===== config.mk =====
export PLATFORM = sky130hd
export DESIGN_NAME = pm_clk_ctrl
export DESIGN_NICKNAME = d
export VERILOG_FILES = /design/src/rtl/pmc_pkg.sv /design/src/rtl/pmc_mode_fsm.sv /design/src/rtl/pmc_osc_gate.sv /design/src/rtl/pmc_postscaler.sv /design/src/rtl/pm_clk_ctrl.sv
export SDC_FILE = /design/constraint.sdc
export NUM_CORES = 1
export LEC_CHECK = 0
export BUFFER_PORTS_ARGS = -buffer_cell sky130_fd_sc_hd__buf_2
export CORE_AREA = 2 2 45 47
export CTS_CLUSTER_SIZE = 40
export DETAILED_ROUTE_END_ITERATION = 10
export DIE_AREA = 0 0 47 49
export HOLD_SLACK_MARGIN = 0.02
export PLACE_DENSITY = 0.71
export SLEW_MARGIN = 20
export SYNTH_ARGS = -nofsm -noshare
export SYNTH_HDL_FRONTEND = slang
export SYNTH_SLANG_ARGS = --single-unit

===== constraint.sdc =====
create_clock -name clk_i -period 2.04 [get_ports clk_i]
set_input_delay 0.102 -clock clk_i [delete_from_list [all_inputs] [get_ports clk_i]]
set_output_delay 0.102 -clock clk_i [all_outputs]
set_load 0.05 [all_outputs]

===== src/rtl/pmc_pkg.sv =====
package pmc_pkg;
  typedef enum logic [2:0] {
    M_PRI_RUN  = 3'd0,
    M_PRI_IDLE = 3'd1,
    M_SEC_RUN  = 3'd2,
    M_SEC_IDLE = 3'd3,
    M_INT_RUN  = 3'd4,
    M_INT_IDLE = 3'd5,
    M_SLEEP    = 3'd6
  } pm_mode_e;

  typedef enum logic [1:0] {
    FAM_PRI = 2'd0,
    FAM_SEC = 2'd1,
    FAM_INT = 2'd2
  } fam_e;

  localparam logic [2:0] MODE_RSVD = 3'd7;

  localparam logic [1:0] SRC_PRI = 2'd0;
  localparam logic [1:0] SRC_SEC = 2'd1;
  localparam logic [1:0] SRC_HFI = 2'd2;
  localparam logic [1:0] SRC_LFI = 2'd3;

  function automatic logic is_sleep(pm_mode_e m);
    return m == M_SLEEP;
  endfunction

  function automatic logic is_idle(pm_mode_e m);
    return (m != M_SLEEP) && m[0];
  endfunction

  function automatic logic is_run(pm_mode_e m);
    return (m != M_SLEEP) && !m[0];
  endfunction

  function automatic pm_mode_e run_of(fam_e f);
    return pm_mode_e'({f, 1'b0});
  endfunction
endpackage


===== src/rtl/pmc_mode_fsm.sv =====
module pmc_mode_fsm
  import pmc_pkg::*;
(
  input  logic       clk_i,
  input  logic       rst_ni,
  input  logic       set_i,
  input  logic [2:0] req_i,
  input  logic       wake_i,
  output pm_mode_e   mode_o,
  output fam_e       fam_o
);
  pm_mode_e mode_q, mode_d;
  fam_e     fam_q, fam_d;

  always_comb begin
    mode_d = mode_q;
    if (set_i) begin
      if (req_i != MODE_RSVD) mode_d = pm_mode_e'(req_i);
    end else if (wake_i) begin
      if (is_sleep(mode_q))     mode_d = run_of(fam_q);
      else if (is_idle(mode_q)) mode_d = pm_mode_e'({mode_q[2:1], 1'b0});
    end
    // family record survives sleep so wake knows where to return
    fam_d = fam_q;
    if (!is_sleep(mode_d)) fam_d = fam_e'(mode_d[2:1]);
  end

  always_ff @(posedge clk_i or negedge rst_ni) begin
    if (!rst_ni) begin
      mode_q <= M_PRI_RUN;
      fam_q  <= FAM_PRI;
    end else begin
      mode_q <= mode_d;
      fam_q  <= fam_d;
    end
  end

  assign mode_o = mode_q;
  assign fam_o  = fam_q;
endmodule


===== src/rtl/pmc_osc_gate.sv =====
module pmc_osc_gate
  import pmc_pkg::*;
#(
  parameter int SEC_REQ_W = 2,
  parameter int LF_REQ_W  = 2
) (
  input  pm_mode_e             mode_i,
  input  fam_e                 fam_i,
  input  logic                 lf_direct_i,
  input  logic [SEC_REQ_W-1:0] sec_req_i,
  input  logic [LF_REQ_W-1:0]  lf_req_i,
  output logic                 pri_en_o,
  output logic                 sec_en_o,
  output logic                 lf_en_o,
  output logic                 hf_en_o,
  output logic                 cpu_ce_o,
  output logic                 per_ce_o,
  output logic [1:0]           src_sel_o
);
  logic fam_pri_act, fam_sec_act, fam_int_act;
  logic sec_keep, lf_keep;

  // family active only outside sleep
  assign fam_pri_act = (mode_i == M_PRI_RUN) || (mode_i == M_PRI_IDLE);
  assign fam_sec_act = (mode_i == M_SEC_RUN) || (mode_i == M_SEC_IDLE);
  assign fam_int_act = (mode_i == M_INT_RUN) || (mode_i == M_INT_IDLE);

  assign sec_keep = |sec_req_i;
  assign lf_keep  = |lf_req_i;

  assign pri_en_o = fam_pri_act;
  assign sec_en_o = fam_sec_act || sec_keep;
  assign lf_en_o  = lf_keep || (fam_int_act && lf_direct_i);
  assign hf_en_o  = fam_int_act && !lf_direct_i;

  assign cpu_ce_o = is_run(mode_i);
  assign per_ce_o = !is_sleep(mode_i);

  always_comb begin
    unique case (fam_i)
      FAM_PRI: src_sel_o = SRC_PRI;
      FAM_SEC: src_sel_o = SRC_SEC;
      default: src_sel_o = lf_direct_i ? SRC_LFI : SRC_HFI;
    endcase
  end
endmodule


===== src/rtl/pmc_postscaler.sv =====
module pmc_postscaler #(
  parameter int SEL_W = 3
) (
  input  logic             clk_i,
  input  logic             rst_ni,
  input  logic             run_i,
  input  logic [SEL_W-1:0] sel_i,
  output logic             tick_o
);
  localparam int MAX_EXP = (1 << SEL_W) - 1;
  localparam int CNT_W   = (MAX_EXP > 0) ? MAX_EXP : 1;

  logic [CNT_W-1:0] cnt_q;
  logic [SEL_W-1:0] exp_q;
  logic [CNT_W:0]   span;
  logic [CNT_W-1:0] lim;
  logic             hit;

  assign span = {{CNT_W{1'b0}}, 1'b1} << exp_q;
  assign lim  = CNT_W'(span - 1'b1);
  assign hit  = run_i && (cnt_q == lim);

  // ratio reloads only at a period boundary or while stopped
  always_ff @(posedge clk_i or negedge rst_ni) begin
    if (!rst_ni) begin
      cnt_q <= '0;
      exp_q <= '0;
    end else if (!run_i || hit) begin
      cnt_q <= '0;
      exp_q <= sel_i;
    end else begin
      cnt_q <= cnt_q + 1'b1;
    end
  end

  assign tick_o = hit;
endmodule


===== src/rtl/pm_clk_ctrl.sv =====
module pm_clk_ctrl
  import pmc_pkg::*;
#(
  parameter int SEC_REQ_W = 2,
  parameter int LF_REQ_W  = 2,
  parameter int PS_SEL_W  = 3
) (
  input  logic                 clk_i,
  input  logic                 rst_ni,
  input  logic                 mode_set_i,
  input  logic [2:0]           mode_req_i,
  input  logic                 wake_i,
  input  logic                 lf_direct_i,
  input  logic [SEC_REQ_W-1:0] sec_req_i,
  input  logic [LF_REQ_W-1:0]  lf_req_i,
  input  logic [PS_SEL_W-1:0]  ps_sel_i,
  output logic                 pri_en_o,
  output logic                 sec_en_o,
  output logic                 lf_en_o,
  output logic                 hf_en_o,
  output logic                 cpu_ce_o,
  output logic                 per_ce_o,
  output logic [1:0]           src_sel_o,
  output logic                 hf_div_o
);
  pm_mode_e mode;
  fam_e     fam;
  logic     hf_en;

  pmc_mode_fsm u_fsm (
    .clk_i  (clk_i),
    .rst_ni (rst_ni),
    .set_i  (mode_set_i),
    .req_i  (mode_req_i),
    .wake_i (wake_i),
    .mode_o (mode),
    .fam_o  (fam)
  );

  pmc_osc_gate #(
    .SEC_REQ_W (SEC_REQ_W),
    .LF_REQ_W  (LF_REQ_W)
  ) u_gate (
    .mode_i      (mode),
    .fam_i       (fam),
    .lf_direct_i (lf_direct_i),
    .sec_req_i   (sec_req_i),
    .lf_req_i    (lf_req_i),
    .pri_en_o    (pri_en_o),
    .sec_en_o    (sec_en_o),
    .lf_en_o     (lf_en_o),
    .hf_en_o     (hf_en),
    .cpu_ce_o    (cpu_ce_o),
    .per_ce_o    (per_ce_o),
    .src_sel_o   (src_sel_o)
  );

  pmc_postscaler #(
    .SEL_W (PS_SEL_W)
  ) u_ps (
    .clk_i  (clk_i),
    .rst_ni (rst_ni),
    .run_i  (hf_en),
    .sel_i  (ps_sel_i),
    .tick_o (hf_div_o)
  );

  assign hf_en_o = hf_en;
endmodule


* Word level (Yosys, flattened, before mapping)
Index checks and enable logic that the tools add are counted.
** Cells by class
- Eq/ne operators :: 11
- Shifts and indexed selects :: 1
- Add/subtract/negate cells :: 2
- Multiplexer cells :: 8
- Reductions and logical operators :: 19
** Operators with widths (count)
- 3-bit == test (second input constant) :: 4
- 3-bit 2-to-1 mux :: 4
- 7-bit by 1-bit adder with 7-bit output (second input constant) :: 1
- 7-bit == test :: 1
- 7-bit 2-to-1 mux :: 1
- 1-bit by 3-bit left shift with 7-bit output (first input constant) :: 1
- 7-bit by 1-bit subtractor with 7-bit output (second input constant) :: 1
- 3-bit by 2-bit == test with 1-bit output (second input constant) :: 2
- 1-bit logical OR :: 6
- 3-bit inequality test (second input constant) :: 2
- 1-bit logical AND :: 5
- 1-bit logical NOT :: 4
- 2-bit case mux with 2 select lines :: 1
- 2-bit OR reduction :: 2
- 3-bit by 1-bit == test with 1-bit output (second input constant) :: 1
- 3-bit logical NOT :: 1
- 2-bit by 1-bit == test with 1-bit output (second input constant) :: 1
- 2-bit logical NOT :: 1
- 1-bit 2-to-1 mux :: 2
** Word-level totals
- Bits in registers :: 15
- Logic and storage cells :: 45

* Longest topological paths before layout
- Depth in word-level cells :: 7
- Depth in mapped cells :: 6

* Modules after synthesis
A second synthesis with hierarchy kept.
** Unflattened totals
- Cell total of the unflattened synthesis :: 91
- Area total of the unflattened synthesis :: 929.6 um^2
** Modules (own cells, without submodules)
- pmc_postscaler :: cells an instance 59, instances 1, seq. area each 250.2 um^2, area an instance 590.6 um^2
- pmc_mode_fsm :: cells an instance 22, instances 1, seq. area each 125.1 um^2, area an instance 277.8 um^2
- pmc_osc_gate :: cells an instance 10, instances 1, seq. area each 0.0 um^2, area an instance 61.3 um^2

* Worst setup path before layout
OpenSTA, ideal clock, no wires.
- Path type :: register to output
- Start :: register u_fsm.mode_q[1], in the netlist u_fsm.mode_o[1]
- End :: output hf_div_o
- Arrival time :: 3000 ps
- Stages on the path, launching flop included :: 4
- Path buffers :: 0
- Setup slack :: -1062 ps
- Data required time :: 1938 ps
- Path through :: dfrtp_1 -> nor3b_1 -> nand2_1 -> nor3_1
** On the way
- Cells in the longest elaborated chain, start to end :: 4
- Elaborated cells on any way between the ends :: 5
- Those cells by class :: 2 x eq/ne; 3 x reduce/logical
** RTL lines
- from (decl) :: line pmc_mode_fsm.sv:12 : pm_mode_e mode_q, mode_d;
- from (signal assigned) :: line pmc_mode_fsm.sv:33 : mode_q <= mode_d;
- 3-bit == test :: line pmc_osc_gate.sv:26 : assign fam_int_act = (mode_i == M_INT_RUN) || (mode_i == M_INT_IDLE);
- 1-bit logical OR * :: line pmc_osc_gate.sv:26
- 1-bit logical AND * :: line pmc_osc_gate.sv:34 : assign hf_en_o = fam_int_act && !lf_direct_i;
- net hf_en_o :: line pm_clk_ctrl.sv:20 : output logic hf_en_o,
- 1-bit logical AND * :: line pmc_postscaler.sv:21 : assign hit = run_i && (cnt_q == lim);
- to (decl) :: line pm_clk_ctrl.sv:24 : output logic hf_div_o
The timed path passes the listed nets; every way through them passes the cells marked *.

* Final worst setup path
- Start :: register u_ps.exp_q[0]
- End :: output hf_div_o
** On the way
- Cells in the longest elaborated chain, start to end :: 4
** RTL lines
- from (decl) :: line pmc_postscaler.sv:14 : logic [SEL_W-1:0] exp_q;
- from (signal assigned) :: line pmc_postscaler.sv:30 : exp_q <= sel_i;
- 1-bit by 3-bit left shift with 7-bit output :: line pmc_postscaler.sv:19 : assign span = {{CNT_W{1'b0}}, 1'b1} << exp_q;
- 7-bit by 1-bit subtractor with 7-bit output :: line pmc_postscaler.sv:20 : assign lim = CNT_W'(span - 1'b1);
- 7-bit == test :: line pmc_postscaler.sv:21
- 1-bit logical AND :: line pmc_postscaler.sv:21
No other way between the ends.

==> out/results.txt <==
The run gives 0.872 as the final weighted congestion in routability-driven placement. The startpoint type of the worst setup path was a flip-flop. The tools report the distinct cell type count after synthesis as 31. Max-cap violations in this run came to 0.

The run gives 103 as the net count after synthesis. The most common cell in the synthesized netlist is dfrtp_1. Share of final-layout standard cells stronger than drive strength 1: 0.345. Cell type with the largest total area after synthesis: dfrtp_1. The fraction of the cycle the final worst path needs works out to 0.953. In this run, synthesis inferred 0 flip-flops with an integrated enable. The global-route usage over all layers came out at 0.175. Summed over all cells, the static leakage comes to 0.481 nW.

The number of H-tree levels is 1. The type of destination of the critical path was a primary output. After clock tree synthesis, the clock-pin slew on the worst setup and hold paths is 80 ps. The root buffer cell chosen for the clock tree is clkbuf_4. The run gives 133 as the net count reported at finish. Port buffering added 23 buffers. Setup violations remaining at the end of the flow were counted as 0. The remaining design rule violation count was 0; the signal arrival time at the worst endpoint was 1840 ps.

TritonCTS built the clock tree. For the post-synthesis cell area, the log shows 841 sq um. For the pin with the worst max-slew slack, the measured transition is 439 ps.

The upper clock frequency limit is 515 MHz, and the final max-slew violation count is 0. The final setup TNS came out at 0 ps. Using the TritonRoute via totals, the vias-per-cell ratio works out to 5.19.

The total number of clock tree sinks was 15; the overall overflow remaining after global route was 0. The die width was 47 um; the mean cell area of the mapped netlist was 9.66 sq um. The fraction of synthesis flops using an asynchronous set or reset pin works out to 1.00.

The die footprint came out at 2300 sq um. Power density relative to cell area: 671 nW/um^2. The initial core utilization was 0.457.

In this run the count of I/O pins placed on the die edge is 24. Relative to the synthesized area, the layout overhead comes to 25.9%. The number of global-route vias before repair was 664; the largest net degree at the start of global routing was 16. The kind of critical path is flip-flop to primary output. In this run, post-CTS repair resized a total of 0 instances. For this block, the via count after detailed routing is 742. In this run the standard cell core region covers 1840 sq um. For the proportion of synthesized chip area in sequential cells, the log shows 0.446.

The path class of the tightest hold or removal check is primary input to flip-flop. Ranked by total cell area, the synthesized netlist is headed by dfrtp_1 45%, mux2_2 5.4%, nor2_1 5.4%. Detailed placer's ending HPWL: 1.40 mm. The final layout contains routed wiring with a total length of 1.73 mm. Ranked by instance count, the synthesized netlist is headed by 15 x dfrtp_1, 12 x nor2_1, 6 x inv_1, 5 x a21oi_1, 5 x nand2_1. The synthesis warning total is 0.

The tools report the number of antenna-violating nets in the routed design as 0. Among all flip-flop cells after synthesis, the most frequent one is dfrtp_1. For the finished layout, the period the worst path requires is 1940 ps. The initial antenna violation count was 0. The run finished with clean final reports.

Setup repair after global routing left no endpoint under its margin. For this run, the detailed router's first-pass iteration total came to 3. After the first detailed-routing iteration, the DRC count stood at 10. Fill cells in the final layout number 178. The data required time of the worst path is 1940 ps, and the share of the synthesized area in the top cell type is 0.446.

The total chip power is 0.710 mW. At the later pin of the worst-skew pair, clock insertion delay measures 280 ps. The floorplan has 16 rows. No sink is reached through more buffers than the 2 on the longest clock path. The number of buffers added by the clock tree synthesis step was 3; the vertical extent of the die was 49 um. Dividing the detail-routed wire length by the instance count gives 12.1 um. Counting every instance in the synthesized netlist gives 87. The first global-routing pass estimated 2.82 mm of wire. The post-synthesis register bit count came out at 15. Across all register-to-register paths, the minimum setup slack is 150 ps.

In this run the worst path has a maximum fanout of 6. 0 antenna diodes ended up in the layout. The tools report the number of hold-slack violations in the final timing report as 0. Across the VDD grid, the largest voltage drop is 0.000607 V. The logs give 0.706 for the max-slew headroom at the worst pin and 1.56 ps for the worst setup skew after layout.
## worst max-delay path, cell delays in order, from the launching register on
cell and delay [ps]:
dfrtp_1 440, or2_2 340, a21o_1 200, a31oi_2 270, nor3_2 80, buf_2 220
## placed cells by master (no fill, tap or decap), drive strengths merged, types with 3 or more instances in the layout
| cell type | n |
|---|---|
| clkbuf | 3 |
| nand2 | 5 |
| nor2 | 12 |
| mux2 | 4 |
| inv | 6 |
| xor2 | 3 |
| o21ai | 4 |
| buf | 26 |
| a21oi | 5 |
| xnor2 | 4 |
| dfrtp | 15 |
| nand3 | 3 |
## kinds of logic (layout without fill, tap and decap cells)
family,Yosys count,after routing,share of synthesized area
adder cells (fa/ha/maj),1,1,0.0149
multiplexers,4,4,0.0536
buffers and inverters,8,37,0.0357
AND/OR/NAND/NOR,32,32,0.193
AO/OA/AOI/OAI,20,20,0.183
XOR/XNOR,7,7,0.0729
flip-flops,15,15,0.446
## final cells by class
type	instances	area [sq um]	share of cell area
Tap cell	27	33.8	0.0319
Sequential cell	15	375	0.355
Multi-Input combinational cell	64	452	0.427
Inverter	6	22.5	0.0213
Timing Repair Buffer	27	148	0.139
Clock buffer	3	22.5	0.0213
Clock inverter	1	5.00	0.00473
## flip-flops by register name (all words and copies together) (netlist names)
name / flops
u_ps.exp_q: 3
u_fsm.mode_o: 3
u_fsm.fam_o: 2
u_ps.cnt_q: 7
## path summary, 6_finish.rpt
check,startpoint,endpoint,depth (start not counted)
worst max-delay path,u_ps.exp_q[0],hf_div_o,5
worst min-delay path,ps_sel_i[1],u_ps.exp_q[1],2
worst max register to register,u_ps.exp_q[0],u_ps.exp_q[2],5
worst min register to register,u_fsm.fam_o[0],u_fsm.fam_o[0],1
max in group asynchronous,rst_ni,u_fsm.mode_o[2],2
min in group asynchronous,rst_ni,u_ps.cnt_q[2],2
## routing by layer
metal	global-route usage	wire length, um
met1	0.220	752
met4	0.134	58
met5	0	0
met2	0.260	817
met3	0.0222	98
## stage by stage
stage	cell area (sq um)	hold WS [ps]	cells	utilization	setup slack (ps)
floorplan	857	-194	87	-	159
global placement	1020	18.7	138	0.554	168
detailed placement	1020	17.8	138	0.554	138
CTS	1060	40.3	143	0.575	76.4
global route	1060	42.2	143	0.575	1.48
finish	1060	43.5	143	0.575	96.7
## power by group
group | total, mW | internal (mW) | leakage, nW | switching [mW]
Combinational | 0.201 | 0.0697 | 0.270 | 0.131
Clock | 0.166 | 0.0730 | 0.0177 | 0.0930
Sequential | 0.343 | 0.317 | 0.194 | 0.0266
## repair_timing
item | in CTS | in global routing
hold buffers | 1 | 0
endpoints found under the hold margin | 15 | 0
setup buffers | 0 | 0
endpoints found under the setup margin | 0 | 0
No activity file was read; power rests on OpenSTA's default activity.
